<file path="config.mk">
export PLATFORM = sky130hd
export DESIGN_NAME = cmdu_engine
export DESIGN_NICKNAME = d
export VERILOG_FILES = /design/src/rtl/cmdu_pkg.sv /design/src/rtl/cmdu_ctl_decode.sv /design/src/rtl/cmdu_mem_port.sv /design/src/rtl/cmdu_walker.sv /design/src/rtl/cmdu_engine.sv
export SDC_FILE = /design/constraint.sdc
export NUM_CORES = 1
export LEC_CHECK = 0
export BUFFER_PORTS_ARGS = -buffer_cell sky130_fd_sc_hd__buf_2
export CAP_MARGIN = 15
export CORE_UTILIZATION = 50
export DETAILED_ROUTE_END_ITERATION = 8
export PLACE_DENSITY_LB_ADDON = 0.05
export SLEW_MARGIN = 20
export SYNTH_ARGS = -nofsm -noshare
export SYNTH_HDL_FRONTEND = slang
export SYNTH_HIERARCHICAL = 1
export SYNTH_SLANG_ARGS = --single-unit
</file>
<file path="constraint.sdc">
create_clock -name clk -period 5.9 [get_ports clk]
set_input_delay 0.885 -clock clk [delete_from_list [all_inputs] [get_ports clk]]
set_output_delay 0.885 -clock clk [all_outputs]
set_load 0.01 [all_outputs]
</file>
<file path="src/rtl/cmdu_pkg.sv">
package cmdu_pkg;

  localparam int WORD_W  = 32;
  localparam int CTL_END = 31;  // end of list
  localparam int CTL_SUS = 30;  // suspend after block
  localparam int CTL_IRQ = 29;  // raise command-done event
  localparam int CTL_CMP = 15;  // completion flag written back
  localparam int CTL_OK  = 13;  // success flag written back
  localparam int CMD_LSB = 16;
  localparam int CMD_W   = 3;

  typedef enum logic [1:0] {
    UNIT_IDLE  = 2'd0,
    UNIT_SUSP  = 2'd1,
    UNIT_LOACT = 2'd2,
    UNIT_HIACT = 2'd3
  } unit_e;

  typedef enum logic [3:0] {
    OPC_NOP    = 4'd0,
    OPC_START  = 4'd1,
    OPC_RESUME = 4'd2,
    OPC_LDBASE = 4'd6
  } opc_e;

  typedef enum logic [CMD_W-1:0] {
    BLK_NOP   = 3'd0,
    BLK_ADDR  = 3'd1,
    BLK_CFG   = 3'd2,
    BLK_TX    = 3'd4,
    BLK_UCODE = 3'd5
  } blk_cmd_e;

  typedef enum logic [2:0] {
    SQ_WAIT,
    SQ_RD_CTRL,
    SQ_RD_LINK,
    SQ_WB,
    SQ_RS_CTRL,
    SQ_RS_LINK
  } seq_e;

  typedef struct packed {
    logic last;
    logic susp;
    logic irq;
    logic tx;
  } ctl_t;

endpackage

</file>
<file path="src/rtl/cmdu_ctl_decode.sv">
module cmdu_ctl_decode
  import cmdu_pkg::*;
(
  input  logic [WORD_W-1:0] ctl_word,
  output ctl_t              fields,
  output logic [WORD_W-1:0] wb_word
);

  logic [CMD_W-1:0] cmd;

  always_comb begin
    cmd         = ctl_word[CMD_LSB +: CMD_W];
    fields.last = ctl_word[CTL_END];
    fields.susp = ctl_word[CTL_SUS];
    fields.irq  = ctl_word[CTL_IRQ];
    fields.tx   = (cmd == BLK_TX);
    wb_word          = ctl_word;
    wb_word[CTL_CMP] = 1'b1;
    wb_word[CTL_OK]  = 1'b1;
  end

endmodule

</file>
<file path="src/rtl/cmdu_mem_port.sv">
module cmdu_mem_port
  import cmdu_pkg::*;
#(
  parameter int AW = 32
)(
  input  logic              clk,
  input  logic              rst_n,
  input  logic              start,
  input  logic              start_we,
  input  logic [AW-1:0]     start_addr,
  input  logic [WORD_W-1:0] start_wdata,
  input  logic              mem_ack,
  output logic              mem_req,
  output logic              mem_we,
  output logic [AW-1:0]     mem_addr,
  output logic [WORD_W-1:0] mem_wdata,
  output logic              done
);

  logic              req_q, req_d;
  logic              we_q;
  logic [AW-1:0]     addr_q;
  logic [WORD_W-1:0] wdata_q;
  logic              load_en;

  always_comb begin
    load_en = !req_q && start;
    req_d   = req_q;
    if (req_q && mem_ack) req_d = 1'b0;
    else if (load_en)     req_d = 1'b1;
  end

  always_ff @(posedge clk or negedge rst_n) begin
    if (!rst_n) begin
      req_q   <= 1'b0;
      we_q    <= 1'b0;
      addr_q  <= '0;
      wdata_q <= '0;
    end else begin
      req_q <= req_d;
      if (load_en) begin
        we_q    <= start_we;
        addr_q  <= start_addr;
        wdata_q <= start_wdata;
      end
    end
  end

  assign mem_req   = req_q;
  assign mem_we    = we_q;
  assign mem_addr  = addr_q;
  assign mem_wdata = wdata_q;
  assign done      = req_q && mem_ack;

  a_r13_hold_until_ack: assert property (@(posedge clk) disable iff (!rst_n)
    (mem_req && !mem_ack) |=> (mem_req && $stable(mem_addr) && $stable(mem_we)
                               && $stable(mem_wdata)));

endmodule

</file>
<file path="src/rtl/cmdu_walker.sv">
module cmdu_walker
  import cmdu_pkg::*;
#(
  parameter int AW    = 32,
  parameter int CNT_W = 16
)(
  input  logic              clk,
  input  logic              rst_n,
  input  logic              op_valid,
  input  logic [3:0]        op_code,
  input  logic [AW-1:0]     gen_ptr,
  input  logic              acc_done,
  input  logic              acc_pending,
  input  logic [WORD_W-1:0] acc_rdata,
  output logic              acc_start,
  output logic              acc_we,
  output logic [AW-1:0]     acc_addr,
  output logic [WORD_W-1:0] acc_wdata,
  output logic              busy,
  output logic [1:0]        unit_state,
  output logic              evt_done,
  output logic              evt_left,
  output logic [CNT_W-1:0]  tx_count
);

  localparam logic [AW-1:0]    LINK_OFS = AW'(4);
  localparam logic [CNT_W-1:0] CNT_ONE  = CNT_W'(1);

  seq_e              sq_q, sq_d;
  unit_e             unit_q, unit_d;
  logic [AW-1:0]     base_q, base_d;
  logic [AW-1:0]     off_q, off_d;
  logic [AW-1:0]     link_q, link_d;
  logic [WORD_W-1:0] ctl_q, ctl_d;
  logic [CNT_W-1:0]  tx_q, tx_d;
  logic              evd_q, evd_d;
  logic              evl_q, evl_d;
  logic [AW-1:0]     blk_addr;
  ctl_t              fields;
  logic [WORD_W-1:0] wb_word;

  cmdu_ctl_decode u_dec (
    .ctl_word (ctl_q),
    .fields   (fields),
    .wb_word  (wb_word)
  );

  // next-state
  always_comb begin
    sq_d   = sq_q;
    unit_d = unit_q;
    base_d = base_q;
    off_d  = off_q;
    link_d = link_q;
    ctl_d  = ctl_q;
    tx_d   = tx_q;
    evd_d  = 1'b0;
    evl_d  = 1'b0;
    unique case (sq_q)
      SQ_WAIT: begin
        if (op_valid) begin
          if (op_code == OPC_START) begin
            off_d  = gen_ptr;
            unit_d = UNIT_LOACT;
            sq_d   = SQ_RD_CTRL;
          end else if (op_code == OPC_RESUME) begin
            if (unit_q != UNIT_IDLE) sq_d = SQ_RS_CTRL;
          end else if (op_code == OPC_LDBASE) begin
            base_d = gen_ptr;
          end
        end
      end
      SQ_RD_CTRL: if (acc_done) begin
        ctl_d = acc_rdata;
        sq_d  = SQ_RD_LINK;
      end
      SQ_RD_LINK: if (acc_done) begin
        link_d = acc_rdata[AW-1:0];
        sq_d   = SQ_WB;
      end
      SQ_WB: if (acc_done) begin
        if (fields.tx) tx_d = tx_q + CNT_ONE;
        evd_d = fields.irq;
        if (fields.last) begin
          unit_d = UNIT_IDLE;
          evl_d  = 1'b1;
          sq_d   = SQ_WAIT;
        end else if (fields.susp) begin
          unit_d = UNIT_SUSP;
          evl_d  = 1'b1;
          sq_d   = SQ_WAIT;
        end else begin
          off_d = link_q;
          sq_d  = SQ_RD_CTRL;
        end
      end
      SQ_RS_CTRL: if (acc_done) begin
        ctl_d = acc_rdata;
        sq_d  = acc_rdata[CTL_SUS] ? SQ_WAIT : SQ_RS_LINK;
      end
      SQ_RS_LINK: if (acc_done) begin
        off_d  = acc_rdata[AW-1:0];
        unit_d = UNIT_LOACT;
        sq_d   = SQ_RD_CTRL;
      end
      default: sq_d = SQ_WAIT;
    endcase
  end

  // registers
  always_ff @(posedge clk or negedge rst_n) begin
    if (!rst_n) begin
      sq_q   <= SQ_WAIT;
      unit_q <= UNIT_IDLE;
      base_q <= '0;
      off_q  <= '0;
      link_q <= '0;
      ctl_q  <= '0;
      tx_q   <= '0;
      evd_q  <= 1'b0;
      evl_q  <= 1'b0;
    end else begin
      sq_q   <= sq_d;
      unit_q <= unit_d;
      base_q <= base_d;
      off_q  <= off_d;
      link_q <= link_d;
      ctl_q  <= ctl_d;
      tx_q   <= tx_d;
      evd_q  <= evd_d;
      evl_q  <= evl_d;
    end
  end

  always_comb begin
    blk_addr  = base_q + off_q;
    busy      = (sq_q != SQ_WAIT);
    acc_start = busy && !acc_pending;
    acc_we    = (sq_q == SQ_WB);
    acc_addr  = ((sq_q == SQ_RD_LINK) || (sq_q == SQ_RS_LINK)) ? blk_addr + LINK_OFS
                                                               : blk_addr;
    acc_wdata = wb_word;
  end

  assign unit_state = unit_q;
  assign evt_done   = evd_q;
  assign evt_left   = evl_q;
  assign tx_count   = tx_q;

  a_r4_done_after_wb: assert property (@(posedge clk) disable iff (!rst_n)
    evd_q |-> $past(sq_q == SQ_WB && acc_done));

  a_r5_left_stopped: assert property (@(posedge clk) disable iff (!rst_n)
    evl_q |-> ((unit_q == UNIT_IDLE || unit_q == UNIT_SUSP) && sq_q == SQ_WAIT));

  a_r12_base_frozen: assert property (@(posedge clk) disable iff (!rst_n)
    (sq_q != SQ_WAIT) |=> $stable(base_q));

  a_r10_refused_stays_susp: assert property (@(posedge clk) disable iff (!rst_n)
    (sq_q == SQ_RS_CTRL && acc_done && acc_rdata[CTL_SUS]) |=>
      (unit_q == UNIT_SUSP && !evl_q));

endmodule

</file>
<file path="src/rtl/cmdu_engine.sv">
module cmdu_engine
  import cmdu_pkg::*;
#(
  parameter int AW    = 32,
  parameter int CNT_W = 16
)(
  input  logic              clk,
  input  logic              rst_n,
  input  logic              op_valid,
  input  logic [3:0]        op_code,
  input  logic [AW-1:0]     gen_ptr,
  output logic              mem_req,
  output logic              mem_we,
  output logic [AW-1:0]     mem_addr,
  output logic [WORD_W-1:0] mem_wdata,
  input  logic              mem_ack,
  input  logic [WORD_W-1:0] mem_rdata,
  output logic              busy,
  output logic [1:0]        unit_state,
  output logic              evt_cmd_done,
  output logic              evt_left_active,
  output logic [CNT_W-1:0]  tx_count
);

  logic              acc_start, acc_we, acc_done;
  logic [AW-1:0]     acc_addr;
  logic [WORD_W-1:0] acc_wdata;

  cmdu_walker #(.AW(AW), .CNT_W(CNT_W)) u_walk (
    .clk         (clk),
    .rst_n       (rst_n),
    .op_valid    (op_valid),
    .op_code     (op_code),
    .gen_ptr     (gen_ptr),
    .acc_done    (acc_done),
    .acc_pending (mem_req),
    .acc_rdata   (mem_rdata),
    .acc_start   (acc_start),
    .acc_we      (acc_we),
    .acc_addr    (acc_addr),
    .acc_wdata   (acc_wdata),
    .busy        (busy),
    .unit_state  (unit_state),
    .evt_done    (evt_cmd_done),
    .evt_left    (evt_left_active),
    .tx_count    (tx_count)
  );

  cmdu_mem_port #(.AW(AW)) u_port (
    .clk         (clk),
    .rst_n       (rst_n),
    .start       (acc_start),
    .start_we    (acc_we),
    .start_addr  (acc_addr),
    .start_wdata (acc_wdata),
    .mem_ack     (mem_ack),
    .mem_req     (mem_req),
    .mem_we      (mem_we),
    .mem_addr    (mem_addr),
    .mem_wdata   (mem_wdata),
    .done        (acc_done)
  );

  a_r3_wb_flags: assert property (@(posedge clk) disable iff (!rst_n)
    (mem_req && mem_we) |-> (mem_wdata[CTL_CMP] && mem_wdata[CTL_OK]));

  a_r12_no_req_idle: assert property (@(posedge clk) disable iff (!rst_n)
    !busy |-> !mem_req);

  a_r1_unit_range: assert property (@(posedge clk) disable iff (!rst_n)
    unit_state != UNIT_HIACT);

endmodule

</file>
==> summary.txt <==
Worst setup path
  • Nature of the critical path endpoint: flop
  • WS Path Type: flop to flop
  • Critical path peak fanout: 34
  • Worst EP arrival: ~4300 ps
  • Startpoint Class: flop
  • WP data required: ~6300 ps
  • Worst reg-to-reg path cell count: 12

Clock tree
  • Later-pin clock latency in the skew report: about 530 ps
  • Post-CTS Repair Setup Buffers: 0
  • Cts bufs inserted: 25
  • H-Tree Depth: 1
  • CTS Sinks: 215
  • CTS Buffer Depth: 3
  • # hold bufs at CTS: 0
  • Post_cts resized: 0
  • Clock transition at path regs: 60 ps
  • Clock Root Buffer: clkbuf_16
  • CTS tree: done

Routing
  • # DRC: 0
  • ANT nets after route: 0
  • Vias per inst: 5.50
  • Drt first pass iters: 5
  • Initial DRC Count: roughly 320
  • Routed WL: 25,400 um
  • Total number of vias: approximately 7,900
  • Average wire per standard cell: approximately 18 um

Placement
  • Port-buffer cells: between 150 and 200
  • Worst slack, placed: 2060 ps
  • Placer Congestion: 0.880
  • DP Wirelength: 18,100 um
  • Cells after DPL: ~1,400

Finish
  • Area Overhead vs Synth: 12.8%
  • Layout cells sized above 1: ~34%
  • NumNets Final: about 1,200
  • Final cell count without fillers: approximately 1,400
  • Post-Route Utilization: 57.8%

Timing
  • Setup_tns: 0 ps
  • Max-slew violation count: 0
  • Max Freq: between 200 and 300 MHz
  • Slew margin rel.: between 30% and 40%
  • Fin Hold WS: roughly 410 ps
  • Fin. Hold Viols: 0
  • Min Tclk post-route: between 3000 and 4000 ps
  • # setup viols final: 0
  • PnR worst setup slack: about 2000 ps
  • Worst slew pin tran: 913 ps
  • RSZ-0062 raised after global routing: no
  • Clk_skew: between 9 and 10 ps
  • Final period utilization: between 60% and 70%

Global routing
  • Vias in the first global route: 7,901
  • Pin count of the biggest net entering global routing: between 100 and 150
  • Gr usage total: a little over a fifth
  • First-pass GRT wire length: 42,100 um
  • GRT overflow: 0
  • Initial antenna violation count: 4

Power
  • Peak VDD IR: around 0.25 mV
  • Lkg Pwr: around 0.0063 uW
  • P per Cell Area: about 600 nW/um2

Yosys
  • Avg Synthesized Cell Area: ~11 um2
  • Synth warn: 6
  • Post-synthesis cell count: about 1,000
  • Synth Cell Area: 11,600 um2

Floorplan
  • Num rows: 55
  • Die Y: 155 um
  • I/O pin cnt: roughly 160
  • Placeable Area: approximately 23,000 um2
  • Die boundary width: 155 um
  • Initial core utilization: between 50% and 60%
  • Die area: between 20,000 and 25,000 um2

Min path
  • Hold Crit Class: primary input to async pin

Run status
  • Status: complete, no violations

Run
  • Max_cap viols: 0
-- worst paths after layout --
check | startpoint | to | slack [ps]
max in group asynchronous | rst_n | u_port/mem_wdata[29] | 4230
worst min-delay path | rst_n | u_port/mem_addr[3] | 410
worst max-delay path | u_walk/sq_q[2] | u_port/mem_addr[31] | 2010
worst max register to register | u_walk/sq_q[2] | u_port/mem_addr[31] | 2010
worst min register to register | u_walk/tx_count[15] | u_walk/tx_count[15] | 470
min in group clk | u_walk/tx_count[15] | u_walk/tx_count[15] | 470
-- layout make-up --
cell class,count,area [um2]
Antenna cell,1,2.50
Clock buffer,34,689
Clock inverter,5,67.6
Fill cell,1988,9590
Inverter,17,63.8
Multi-Input combinational cell,709,5680
Sequential cell,215,5380
Tap cell,285,357
Timing Repair Buffer,168,876
-- worst max-delay path: stages (launching register included) --
cell	delay (ps)
dfrtp_1	730
and3b_1	230
buf_4	380
a21o_2	220
and2_1	150
and4_1	250
nand3_1	130
nor4_1	320
nand4_2	220
nor4_2	480
nand4_1	170
xnor3_1	210
mux2_2	260
-- where the power goes --
group          internal [uW]  total, uW  switching, uW
registers               2130       2500            371
logic                   1880       3860           1990
clock network            855       1450            596
-- cell usage in the layout (no fill, tap or decap), drive strengths merged, types with 20 or more instances in the layout --
master    n
xnor2    41
nand4    20
a22o     32
nor3     21
mux2    161
nand2    77
clkbuf   34
dfrtp   215
buf     168
a21oi    73
ha       33
o21ai    50
xor2     22
nor2     44
-- flip-flops by register name, summed over array words and instances, names as in the netlist --
signal and cells:
u_walk/sq_q 3, u_walk/evt_left 1, u_walk/link_q 32, u_walk/unit_state 2, u_port/mem_req 1, u_walk/off_q 32, u_port/mem_wdata 32, u_walk/base_q 32
u_port/mem_addr 32, u_walk/evt_done 1, u_walk/ctl_q 30, u_walk/tx_count 16, u_port/mem_we 1
-- layer usage --
metal | vias up | track usage [%] | routed length [um]
met5 | - | 0 | 20
met4 | 4 | 4.86 | 524
met3 | 35 | 3.56 | 1120
met2 | 153 | 34.2 | 11300
met1 | 3829 | 32.0 | 12400
li1 | 3868 | - | -
-- per-stage QoR --
step                      cell area (um2)  power [uW]
final                               13100        7810
after global routing                13100        8400
after CTS                           13100        7880
after detailed placement            12400        6390
after global placement              12400        6330
after floorplan                     11600        5690
No activity file was read; power rests on OpenSTA's default activity.
